**src/rtl/epb_pkg.sv**
```systemverilog
package epb_pkg;

    typedef enum logic [3:0] {
        ST_IDLE,
        ST_CHK_A,
        ST_CHK_B,
        ST_SETUP,
        ST_PRIME,
        ST_GAP,
        ST_VER_A,
        ST_VER_B,
        ST_FSETUP,
        ST_FINAL,
        ST_GAP2,
        ST_NOM_A,
        ST_NOM_B,
        ST_DONE
    } seq_state_e;

    typedef struct packed {
        logic ce_n;
        logic oe_n;
        logic pgm_n;
        logic dq_oe;
        logic hv;
    } mem_ctl_t;

    typedef struct packed {
        logic pass;
        logic fail;
        logic reject;
    } outcome_t;

    function automatic mem_ctl_t ctl_for(seq_state_e s);
        mem_ctl_t c;
        c = '{ce_n: 1'b0, oe_n: 1'b1, pgm_n: 1'b1, dq_oe: 1'b0, hv: 1'b0};
        case (s)
            ST_IDLE, ST_DONE:   c.ce_n = 1'b1;
            ST_CHK_A, ST_CHK_B: c.oe_n = 1'b0;
            ST_SETUP, ST_FSETUP: begin
                c.dq_oe = 1'b1;
                c.hv    = 1'b1;
            end
            ST_PRIME, ST_FINAL: begin
                c.dq_oe = 1'b1;
                c.pgm_n = 1'b0;
                c.hv    = 1'b1;
            end
            ST_GAP, ST_GAP2:    c.hv = 1'b1;
            ST_VER_A, ST_VER_B: begin
                c.oe_n = 1'b0;
                c.hv   = 1'b1;
            end
            ST_NOM_A, ST_NOM_B: c.oe_n = 1'b0;
            default: ;
        endcase
        return c;
    endfunction

endpackage

```
**src/rtl/epb_ms_timer.sv**
```systemverilog
module epb_ms_timer #(
    parameter int TICK_DIV = 50000,
    parameter int MS_W     = 6
) (
    input  logic            clk,
    input  logic            rst,
    input  logic            load,
    input  logic            run,
    input  logic [MS_W-1:0] ms_len,
    output logic            expire
);
    localparam int PW = (TICK_DIV > 1) ? $clog2(TICK_DIV) : 1;

    logic [PW-1:0]   presc_q;
    logic [MS_W-1:0] rem_q;
    logic            wrap;

    assign wrap = (presc_q == PW'(TICK_DIV - 1));

    always_ff @(posedge clk) begin
        if (rst) begin
            presc_q <= '0;
            rem_q   <= '0;
        end else if (load) begin
            presc_q <= '0;
            rem_q   <= ms_len;
        end else if (run) begin
            if (wrap) begin
                presc_q <= '0;
                rem_q   <= rem_q - 1'b1;
            end else begin
                presc_q <= presc_q + 1'b1;
            end
        end
    end

    // last prescaler cycle of the last millisecond
    assign expire = run && wrap && (rem_q == MS_W'(1));

endmodule

```
**src/rtl/epb_byte_cmp.sv**
```systemverilog
module epb_byte_cmp #(
    parameter int BYTE_W = 8
) (
    input  logic [BYTE_W-1:0] stored,
    input  logic [BYTE_W-1:0] wanted,
    output logic              match,
    output logic              needs_erase
);
    assign match       = (stored == wanted);
    // a bit wanted as 1 that is already 0 cannot be reached by programming
    assign needs_erase = |(~stored & wanted);
endmodule

```
**src/rtl/eprom_burner.sv**
```systemverilog
module eprom_burner
    import epb_pkg::*;
#(
    parameter int TICK_DIV   = 50000,
    parameter int MAX_PRIME  = 15,
    parameter int FINAL_MULT = 4,
    parameter int ADDR_W     = 13,
    parameter int BYTE_W     = 8
) (
    input  logic                           clk,
    input  logic                           rst,
    input  logic                           start_i,
    input  logic                           word_i,
    input  logic [ADDR_W-1:0]              addr_i,
    input  logic [2*BYTE_W-1:0]            wdata_i,
    output logic                           busy_o,
    output logic                           done_o,
    output logic                           pass_o,
    output logic                           fail_o,
    output logic                           reject_o,
    output logic [$clog2(MAX_PRIME+1)-1:0] prime_cnt_o,
    output logic                           hv_sel_o,
    output logic                           ce_n_o,
    output logic                           oe_n_o,
    output logic                           pgm_n_o,
    output logic [ADDR_W-1:0]              maddr_o,
    output logic [BYTE_W-1:0]              mdq_o,
    output logic                           mdq_oe_o,
    input  logic [BYTE_W-1:0]              mdq_i
);
    localparam int CW   = $clog2(MAX_PRIME + 1);
    localparam int MS_W = $clog2(FINAL_MULT * MAX_PRIME + 1);
    localparam logic [MS_W-1:0] MULT_V = MS_W'(FINAL_MULT);

    seq_state_e            st_q;
    logic [ADDR_W-1:0]     addr_q;
    logic [2*BYTE_W-1:0]   wdata_q;
    logic                  word_q;
    logic                  lo_sel_q;
    logic [CW-1:0]         cnt_q;
    outcome_t              out_q;

    logic [ADDR_W-1:0]     cur_addr;
    logic [BYTE_W-1:0]     cur_data;
    logic                  rd_match, rd_erase;
    logic                  tmr_load, tmr_run, tmr_exp;
    logic [MS_W-1:0]       tmr_ms;
    mem_ctl_t              ctl;

    // byte currently addressed: high byte (even address) first in word mode
    always_comb begin
        if (word_q) begin
            cur_addr = {addr_q[ADDR_W-1:1], lo_sel_q};
            cur_data = lo_sel_q ? wdata_q[BYTE_W-1:0] : wdata_q[2*BYTE_W-1:BYTE_W];
        end else begin
            cur_addr = addr_q;
            cur_data = wdata_q[BYTE_W-1:0];
        end
    end

    epb_byte_cmp #(.BYTE_W(BYTE_W)) cmp_i (
        .stored      (mdq_i),
        .wanted      (cur_data),
        .match       (rd_match),
        .needs_erase (rd_erase)
    );

    assign tmr_load = (st_q == ST_SETUP) || (st_q == ST_FSETUP);
    assign tmr_run  = (st_q == ST_PRIME) || (st_q == ST_FINAL);
    assign tmr_ms   = (st_q == ST_FSETUP) ? MULT_V * MS_W'(cnt_q) : MS_W'(1);

    epb_ms_timer #(.TICK_DIV(TICK_DIV), .MS_W(MS_W)) tmr_i (
        .clk    (clk),
        .rst    (rst),
        .load   (tmr_load),
        .run    (tmr_run),
        .ms_len (tmr_ms),
        .expire (tmr_exp)
    );

    always_ff @(posedge clk) begin
        if (rst) begin
            st_q     <= ST_IDLE;
            addr_q   <= '0;
            wdata_q  <= '0;
            word_q   <= 1'b0;
            lo_sel_q <= 1'b0;
            cnt_q    <= '0;
            out_q    <= '0;
        end else begin
            case (st_q)
                ST_IDLE: if (start_i) begin
                    addr_q   <= addr_i;
                    wdata_q  <= wdata_i;
                    word_q   <= word_i;
                    lo_sel_q <= 1'b0;
                    cnt_q    <= '0;
                    out_q    <= '0;
                    st_q     <= ST_CHK_A;
                end
                ST_CHK_A: st_q <= ST_CHK_B;
                ST_CHK_B: begin
                    if (rd_erase) begin
                        out_q.reject <= 1'b1;
                        st_q         <= ST_DONE;
                    end else if (word_q && !lo_sel_q) begin
                        lo_sel_q <= 1'b1;
                        st_q     <= ST_CHK_A;
                    end else begin
                        lo_sel_q <= 1'b0;
                        st_q     <= ST_SETUP;
                    end
                end
                ST_SETUP: st_q <= ST_PRIME;
                ST_PRIME: if (tmr_exp) begin
                    cnt_q <= cnt_q + 1'b1;
                    st_q  <= ST_GAP;
                end
                ST_GAP:   st_q <= ST_VER_A;
                ST_VER_A: st_q <= ST_VER_B;
                ST_VER_B: begin
                    if (rd_match) begin
                        st_q <= ST_FSETUP;
                    end else if (cnt_q == CW'(MAX_PRIME)) begin
                        out_q.fail <= 1'b1;
                        st_q       <= ST_DONE;
                    end else begin
                        st_q <= ST_SETUP;
                    end
                end
                ST_FSETUP: st_q <= ST_FINAL;
                ST_FINAL:  if (tmr_exp) st_q <= ST_GAP2;
                ST_GAP2:   st_q <= ST_NOM_A;
                ST_NOM_A:  st_q <= ST_NOM_B;
                ST_NOM_B: begin
                    if (!rd_match) begin
                        out_q.fail <= 1'b1;
                        st_q       <= ST_DONE;
                    end else if (word_q && !lo_sel_q) begin
                        lo_sel_q <= 1'b1;
                        cnt_q    <= '0;
                        st_q     <= ST_SETUP;
                    end else begin
                        out_q.pass <= 1'b1;
                        st_q       <= ST_DONE;
                    end
                end
                ST_DONE:  st_q <= ST_IDLE;
                default:  st_q <= ST_IDLE;
            endcase
        end
    end

    assign ctl         = ctl_for(st_q);
    assign ce_n_o      = ctl.ce_n;
    assign oe_n_o      = ctl.oe_n;
    assign pgm_n_o     = ctl.pgm_n;
    assign mdq_oe_o    = ctl.dq_oe;
    assign hv_sel_o    = ctl.hv;
    assign maddr_o     = cur_addr;
    assign mdq_o       = cur_data;
    assign busy_o      = (st_q != ST_IDLE) && (st_q != ST_DONE);
    assign done_o      = (st_q == ST_DONE);
    assign pass_o      = out_q.pass;
    assign fail_o      = out_q.fail;
    assign reject_o    = out_q.reject;
    assign prime_cnt_o = cnt_q;

endmodule

```
**config.mk**
```make
export PLATFORM = sky130hd
export DESIGN_NAME = eprom_burner
export DESIGN_NICKNAME = d
export VERILOG_FILES = /design/src/rtl/epb_pkg.sv /design/src/rtl/epb_ms_timer.sv /design/src/rtl/epb_byte_cmp.sv /design/src/rtl/eprom_burner.sv
export SDC_FILE = /design/constraint.sdc
export NUM_CORES = 1
export LEC_CHECK = 0
export BUFFER_PORTS_ARGS = -buffer_cell sky130_fd_sc_hd__buf_2
export CAP_MARGIN = 30
export CORE_UTILIZATION = 30
export DETAILED_ROUTE_END_ITERATION = 10
export PLACE_DENSITY = 0.52
export RECOVER_POWER = 25
export SYNTH_ARGS = -nofsm -noshare
export SYNTH_HDL_FRONTEND = slang
export SYNTH_HIERARCHICAL = 1
export SYNTH_SLANG_ARGS = --single-unit
```
**constraint.sdc**
```tcl
create_clock -name clk -period 2.8 [get_ports clk]
set_input_delay 0.28 -clock clk [delete_from_list [all_inputs] [get_ports clk]]
set_output_delay 0.28 -clock clk [all_outputs]
set_load 0.01 [all_outputs]
```
Word-level counts from Yosys, hierarchy flattened
Cells that the tools add are included.
- bits in latches: 0
- flip-flop bits (word level): 64
- memory bits (writable): 0
- memories kept: 0
- ROM bits: 0
- reduce and logical (&&, ||, !) cells: 31
- div/mod/pow operators: 0
- shift operators: 0
- add/sub/neg operators: 3
- muxes and demuxes: 44
- bitwise gates (word level): 2
- equal/unequal tests: 29
- multiply operators: 0
- $lt $le $gt $ge: 0
- operators by type and width (kind ; count):
    4-bit case mux with 13 select lines ; 1
    4-bit two-way mux ; 12
    4-bit equality test (second input constant) ; 7
    6-bit two-way mux ; 4
    2-bit != test (second input constant) ; 10
    1-bit two-way mux ; 17
    16-bit by 1-bit adder with 16-bit output (second input constant) ; 1
    16-bit equality test (second input constant) ; 1
    4-bit by 3-bit equality test with 1-bit output (second input constant) ; 4
    16-bit two-way mux ; 1
    8-bit two-way mux ; 2
    8-bit OR reduction ; 2
    5-bit AND reduction ; 3
    4-bit case mux with 3 select lines ; 1
    3-bit nonzero test ; 3
    8-bit AND ; 1
    4-bit by 2-bit equality test with 1-bit output (second input constant) ; 2
    8-bit equality test ; 1
    8-bit NOT ; 1
    2-bit nonzero test ; 4
    6-bit by 1-bit equality test with 1-bit output (second input constant) ; 1
    1-bit case mux with 3 select lines ; 2
    3-bit AND reduction ; 2
    2-bit OR reduction ; 3
    17 further kinds ; 23

Longest topological paths before layout
- depth after elaboration: 6
- depth in mapped cells: 12

Modules after synthesis
Netlist, hierarchy kept.
- modules (own cells, without submodules) (module ; area each (µm²) ; times used ; cells an instance ; sequential area each (µm²)):
    eprom_burner ; 2158.3 ; 1 ; 277 ; 840.8
    epb_ms_timer ; 1208.7 ; 1 ; 147 ; 440.4
    epb_byte_cmp ; 162.7 ; 1 ; 22 ; 0.0

Worst setup path after synthesis
Ideal clock, no wire load.
- path kind: flip-flop to flip-flop
- from: register word_q
- to: register lo_sel_q
- data arrival time: 2.548 ns
- path buffers: 1
- period minus slack after synthesis: 2.671 ns
- stages on the path, launching flop included: 11
- required time: 2.677 ns
- library setup time: 0.123 ns
- setup slack: 0.129 ns
- cell sequence: dfxtp_1 > nor2b_1 > buf_2 > mux2_2 > ha_1 > nand4_1 > nor2_1 > nand3b_1 > and3_1 > a2111oi_4 > mux2_1
- elaborated cells between the ends (all ways): 12
- classes of those cells: 4 x eq/ne; 4 x mux; 1 x bitwise; 3 x reduce/logical
- RTL lines (element ; line ; RTL):
    from (decl) ; eprom_burner.sv:38 ; logic word_q;
    from (signal assigned) ; eprom_burner.sv:95 ; word_q <= word_i;
    8-bit two-way mux ; eprom_burner.sv:52 ; if (word_q) begin
    net mdq_o[3] ; eprom_burner.sv:27 ; output logic [BYTE_W-1:0] mdq_o,
    8-bit equality test ; epb_byte_cmp.sv:9 ; assign match = (stored == wanted);
    net rd_match ; eprom_burner.sv:45 ; logic rd_match, rd_erase;
    2-bit != test (no line) ; n/a ;
    5-bit AND reduction (no line) ; n/a ;
    to (signal assigned) ; eprom_burner.sv:87 ; lo_sel_q <= 1'b0;
    to (signal assigned) ; eprom_burner.sv:96 ; lo_sel_q <= 1'b0;
    to (signal assigned) ; eprom_burner.sv:107 ; lo_sel_q <= 1'b1;
    to (decl) ; eprom_burner.sv:39 ; logic lo_sel_q;
The timed path passes the listed nets, and every way through them passes these cells. The select of a mux whose other input is x is not followed.
A chain may end at the register's enable or synchronous reset.

Final worst setup path
- from: register word_q
- to: register lo_sel_q
- elaborated cells between the ends (all ways): 12
- classes of those cells: 4 x eq/ne; 4 x mux; 1 x bitwise; 3 x reduce/logical
- RTL lines (element ; line):
    8-bit two-way mux ; eprom_burner.sv:52
    8-bit equality test ; epb_byte_cmp.sv:9
    net rd_match ; eprom_burner.sv:45
    2-bit != test (no line) ; n/a
    5-bit AND reduction (no line) ; n/a
The timed path passes the listed nets, and every way through them passes these cells. The select of a mux whose other input is x is not followed.

==> results.sh <==
export IMPL_h_tree_depth=3
export IMPL_cp_data_arrival_time_ns=2.82
export IMPL_worst_path_max_delay_cell="mux2_2"
export IMPL_hold_path_class="input pin to flip-flop"
export IMPL_synthCells=446
export IMPL_netlist_top_cells_area="dfxtp_1 (36%), nand2_1 (8.2%), a21oi_1 (6.4%)"
export IMPL_avgSynthCellArea_um2=7.91
export IMPL_drv_cap=0
export IMPL_timing_rr_end="lo_sel_q$_SDFFE_PP0P_"
export IMPL_leakage_nw=1.71
export IMPL_dp_hpwl_um=6600
export IMPL_die_width_um=110
export IMPL_setup_viol=0
export IMPL_power_mw=2.76
export IMPL_finalMaxSlewViolations=0
export IMPL_clock_sinks=64
export IMPL_critical_path_top_delay_family="simple AND/OR/NAND/NOR gates"
export IMPL_p_per_area_nw_per_um2=640
export IMPL_ff2ff_path_depth=10
export IMPL_min_period_over_period=0.931
export IMPL_grt_start_max_net_pins=37
export IMPL_grt_overflow=0
export IMPL_vias_per_cell=4.93
export IMPL_synth_edf_count=0
export IMPL_root_buffer="clkbuf_16"
export IMPL_synth_cell_types=60
export IMPL_path_cells="nor2b_1 -> buf_4 -> mux2_2 -> ha_1 -> nand4_1 -> nor2_1 -> nand3b_1 -> and3_1 -> a2111oi_4 -> mux2_1"
export IMPL_ctsResizeCount=0
export IMPL_netlist_area_um2=3530
export IMPL_critPathMaxStageDelay_ns=0.36
export IMPL_max_freq_ghz=0.384
export IMPL_async_reset_ff_frac=0
export IMPL_initial_core_util=0.309
export IMPL_placed_cells_incl_taps=641
export IMPL_yosys_area_top_type="dfxtp_1"
export IMPL_crit_path_start_kind="flip-flop"
export IMPL_first_pass_iters=4
export IMPL_pin_count=76
export IMPL_worst_path_max_fanout=11
export IMPL_hold_violations=0
export IMPL_fin_hold_ws_ns=0.184
export IMPL_cts_tree="yes"
export IMPL_design_area_um2=4320
export IMPL_ys_seq_area_frac=0.363
export IMPL_crit_end="lo_sel_q$_SDFFE_PP0P_"
export IMPL_track_usage=0.152
export IMPL_clkTransAtPathRegs_ns=0.05
export IMPL_grt_pass1_wl_um=15000
export IMPL_numPortBuffers=75
export IMPL_ant_nets=0
export IMPL_cts_buffers=9
export IMPL_drt_iter0_markers=150
export IMPL_antenna_cells=0
export IMPL_synth_fp_nets=499
export IMPL_critical_path_class="flip-flop to flip-flop"
export IMPL_layout_drive_gt1_share=0.204
export IMPL_core_um2=11400
export IMPL_layout_cells_non_filler=657
export IMPL_cts_post_setup_buffers_inserted=0
export IMPL_ir_drop_mv=0.350
export IMPL_nets=562
export IMPL_dieHeight_um=110
export IMPL_synthFlopType="dfxtp_1"
export IMPL_rr_startpoint="word_q$_SDFFE_PP0P_"
export IMPL_hold_buffers=0
export IMPL_gp_congestion=0.848
export IMPL_synth_warnings=6
export IMPL_antenna_found_initial=0
export IMPL_finalWirelength_um=9020
export IMPL_critPathRequiredTime_ns=3.01
export IMPL_worstSetupPathDepth=10
export IMPL_clk_latency_ns=0.33
export IMPL_status="finished, final reports clean"
export IMPL_startpoint="word_q$_SDFFE_PP0P_"
export IMPL_postPlaceCellArea_um2=3990
export IMPL_area_growth_pct=22.3
export IMPL_rows=39
export IMPL_worst_clock_skew_ns=0.00557
export IMPL_grt_pass1_vias=3059
export IMPL_yosysMostFrequentCell="nand2_1"
export IMPL_synth_top_area_share=0.363
export IMPL_avgRoutedWirePerCell_um=13.7
export IMPL_cts_max_path_buffers=2
export IMPL_ys_seq_elements=64
export IMPL_r2r_setup_slack_ns=0.19
export IMPL_fp_dieArea_um2=12200
export IMPL_vias=3236
export IMPL_period_needed_ns=2.61
export IMPL_worst_path_buf_inv=1
export IMPL_route_detailed_drc=0
export IMPL_rsz0062_at_grt="no"
export IMPL_synth_common_cells="nand2_1 (77), dfxtp_1 (64), a21oi_1 (45)"
export IMPL_tns_ns=0
export IMPL_end_kind="flip-flop"
-- state kept, by name (all words and copies together) (netlist names) --
name,cells
fail_o,1
wdata_q,16
st_q,4
word_q,1
tmr_i/rem_q,6
lo_sel_q,1
prime_cnt_o,4
addr_q,13
pass_o,1
reject_o,1
tmr_i/presc_q,16
-- cells in the final DEF, fill, tap and decap left out, types with 3 or more instances in the layout --
| cell | n |
|---|---|
| nand2_1 | 77 |
| mux2_2 | 9 |
| nand3_1 | 11 |
| ha_1 | 12 |
| buf_2 | 54 |
| clkbuf_1 | 22 |
| nand2b_1 | 8 |
| nor2b_1 | 10 |
| buf_4 | 16 |
| a221oi_1 | 3 |
| a311oi_1 | 5 |
| nor2_1 | 32 |
| nor3b_1 | 3 |
| nor3_1 | 9 |
| and3_1 | 12 |
| a21oi_1 | 45 |
| nor4bb_1 | 3 |
| clkbuf_16 | 9 |
| inv_1 | 17 |
| xor2_1 | 3 |
| nand4_1 | 9 |
| bufinv_16 | 3 |
| o21ai_0 | 10 |
| dfxtp_1 | 64 |
| nor4_1 | 6 |
| a31oi_1 | 3 |
| or3_1 | 7 |
| mux2i_1 | 3 |
| xnor2_1 | 9 |
-- worst min-delay path, delay by kind of cell --
kind / cells / cell delay [ns]
buffers and inverters: 1 / 0.09
and+or+nand+nor: 1 / 0.04
AOI/OAI and AO/OA: 1 / 0.05
-- how the worst min path moves through the flow --
stage                                 startpoint                       to  slack, ns  depth (start not counted)
after floorplan                        addr_i[0]   addr_q[0]$_SDFFE_PP0P_       0.42                          2
after global placement    addr_q[8]$_SDFFE_PP0P_   addr_q[8]$_SDFFE_PP0P_       0.44                          2
after detailed placement  addr_q[2]$_SDFFE_PP0P_   addr_q[2]$_SDFFE_PP0P_       0.44                          2
after CTS                              addr_i[9]   addr_q[9]$_SDFFE_PP0P_       0.17                          3
after global routing                  addr_i[12]  addr_q[12]$_SDFFE_PP0P_       0.19                          3
final                                  addr_i[9]   addr_q[9]$_SDFFE_PP0P_       0.18                          3
-- report_power, final --
| part | switching, mW | leakage (nW) | internal (mW) |
|---|---|---|---|
| combinational | 0.267 | 1.01 | 0.186 |
| clock | 0.399 | 0.172 | 0.915 |
| sequential | 0.0322 | 0.521 | 0.965 |
-- kinds of logic (layout without fill, tap and decap cells) --
group,after synthesis,count (layout),synth area share
AO/OA/AOI/OAI,82,82,0.147
XOR/XNOR,12,12,0.0298
adder cells (fa/ha/maj),12,12,0.0425
buffers and inverters,57,125,0.0808
flip-flops,64,64,0.363
multiplexers,13,13,0.0404
other,1,1,0.00106
AND/OR/NAND/NOR,205,205,0.295
-- metrics by stage --
stage | setup slack [ns] | utilization
floorplan | 0.129 | -
global placement | 0.228 | 0.349
detailed placement | 0.202 | 0.349
CTS | 0.193 | 0.381
global route | 0.0619 | 0.378
finish | 0.194 | 0.378
-- metal layers --
layer | wire, µm | up-vias | global-route usage
met1 | 4350 | 1469 | 0.194
met5 | 0 | - | 0
li1 | - | 1674 | -
met3 | 395 | 14 | 0.0417
met2 | 4100 | 79 | 0.242
met4 | 180 | 0 | 0.0649
-- cell type report --
class / count / area (µm²)
Tap cell: 143 / 179
Multi-Input combinational cell: 325 / 1960
Inverter: 17 / 63.8
Clock inverter: 5 / 103
Fill cell: 1222 / 7100
Sequential cell: 64 / 1280
Clock buffer: 11 / 253
Timing Repair Buffer: 92 / 473
(Power assumes the default switching activity.)
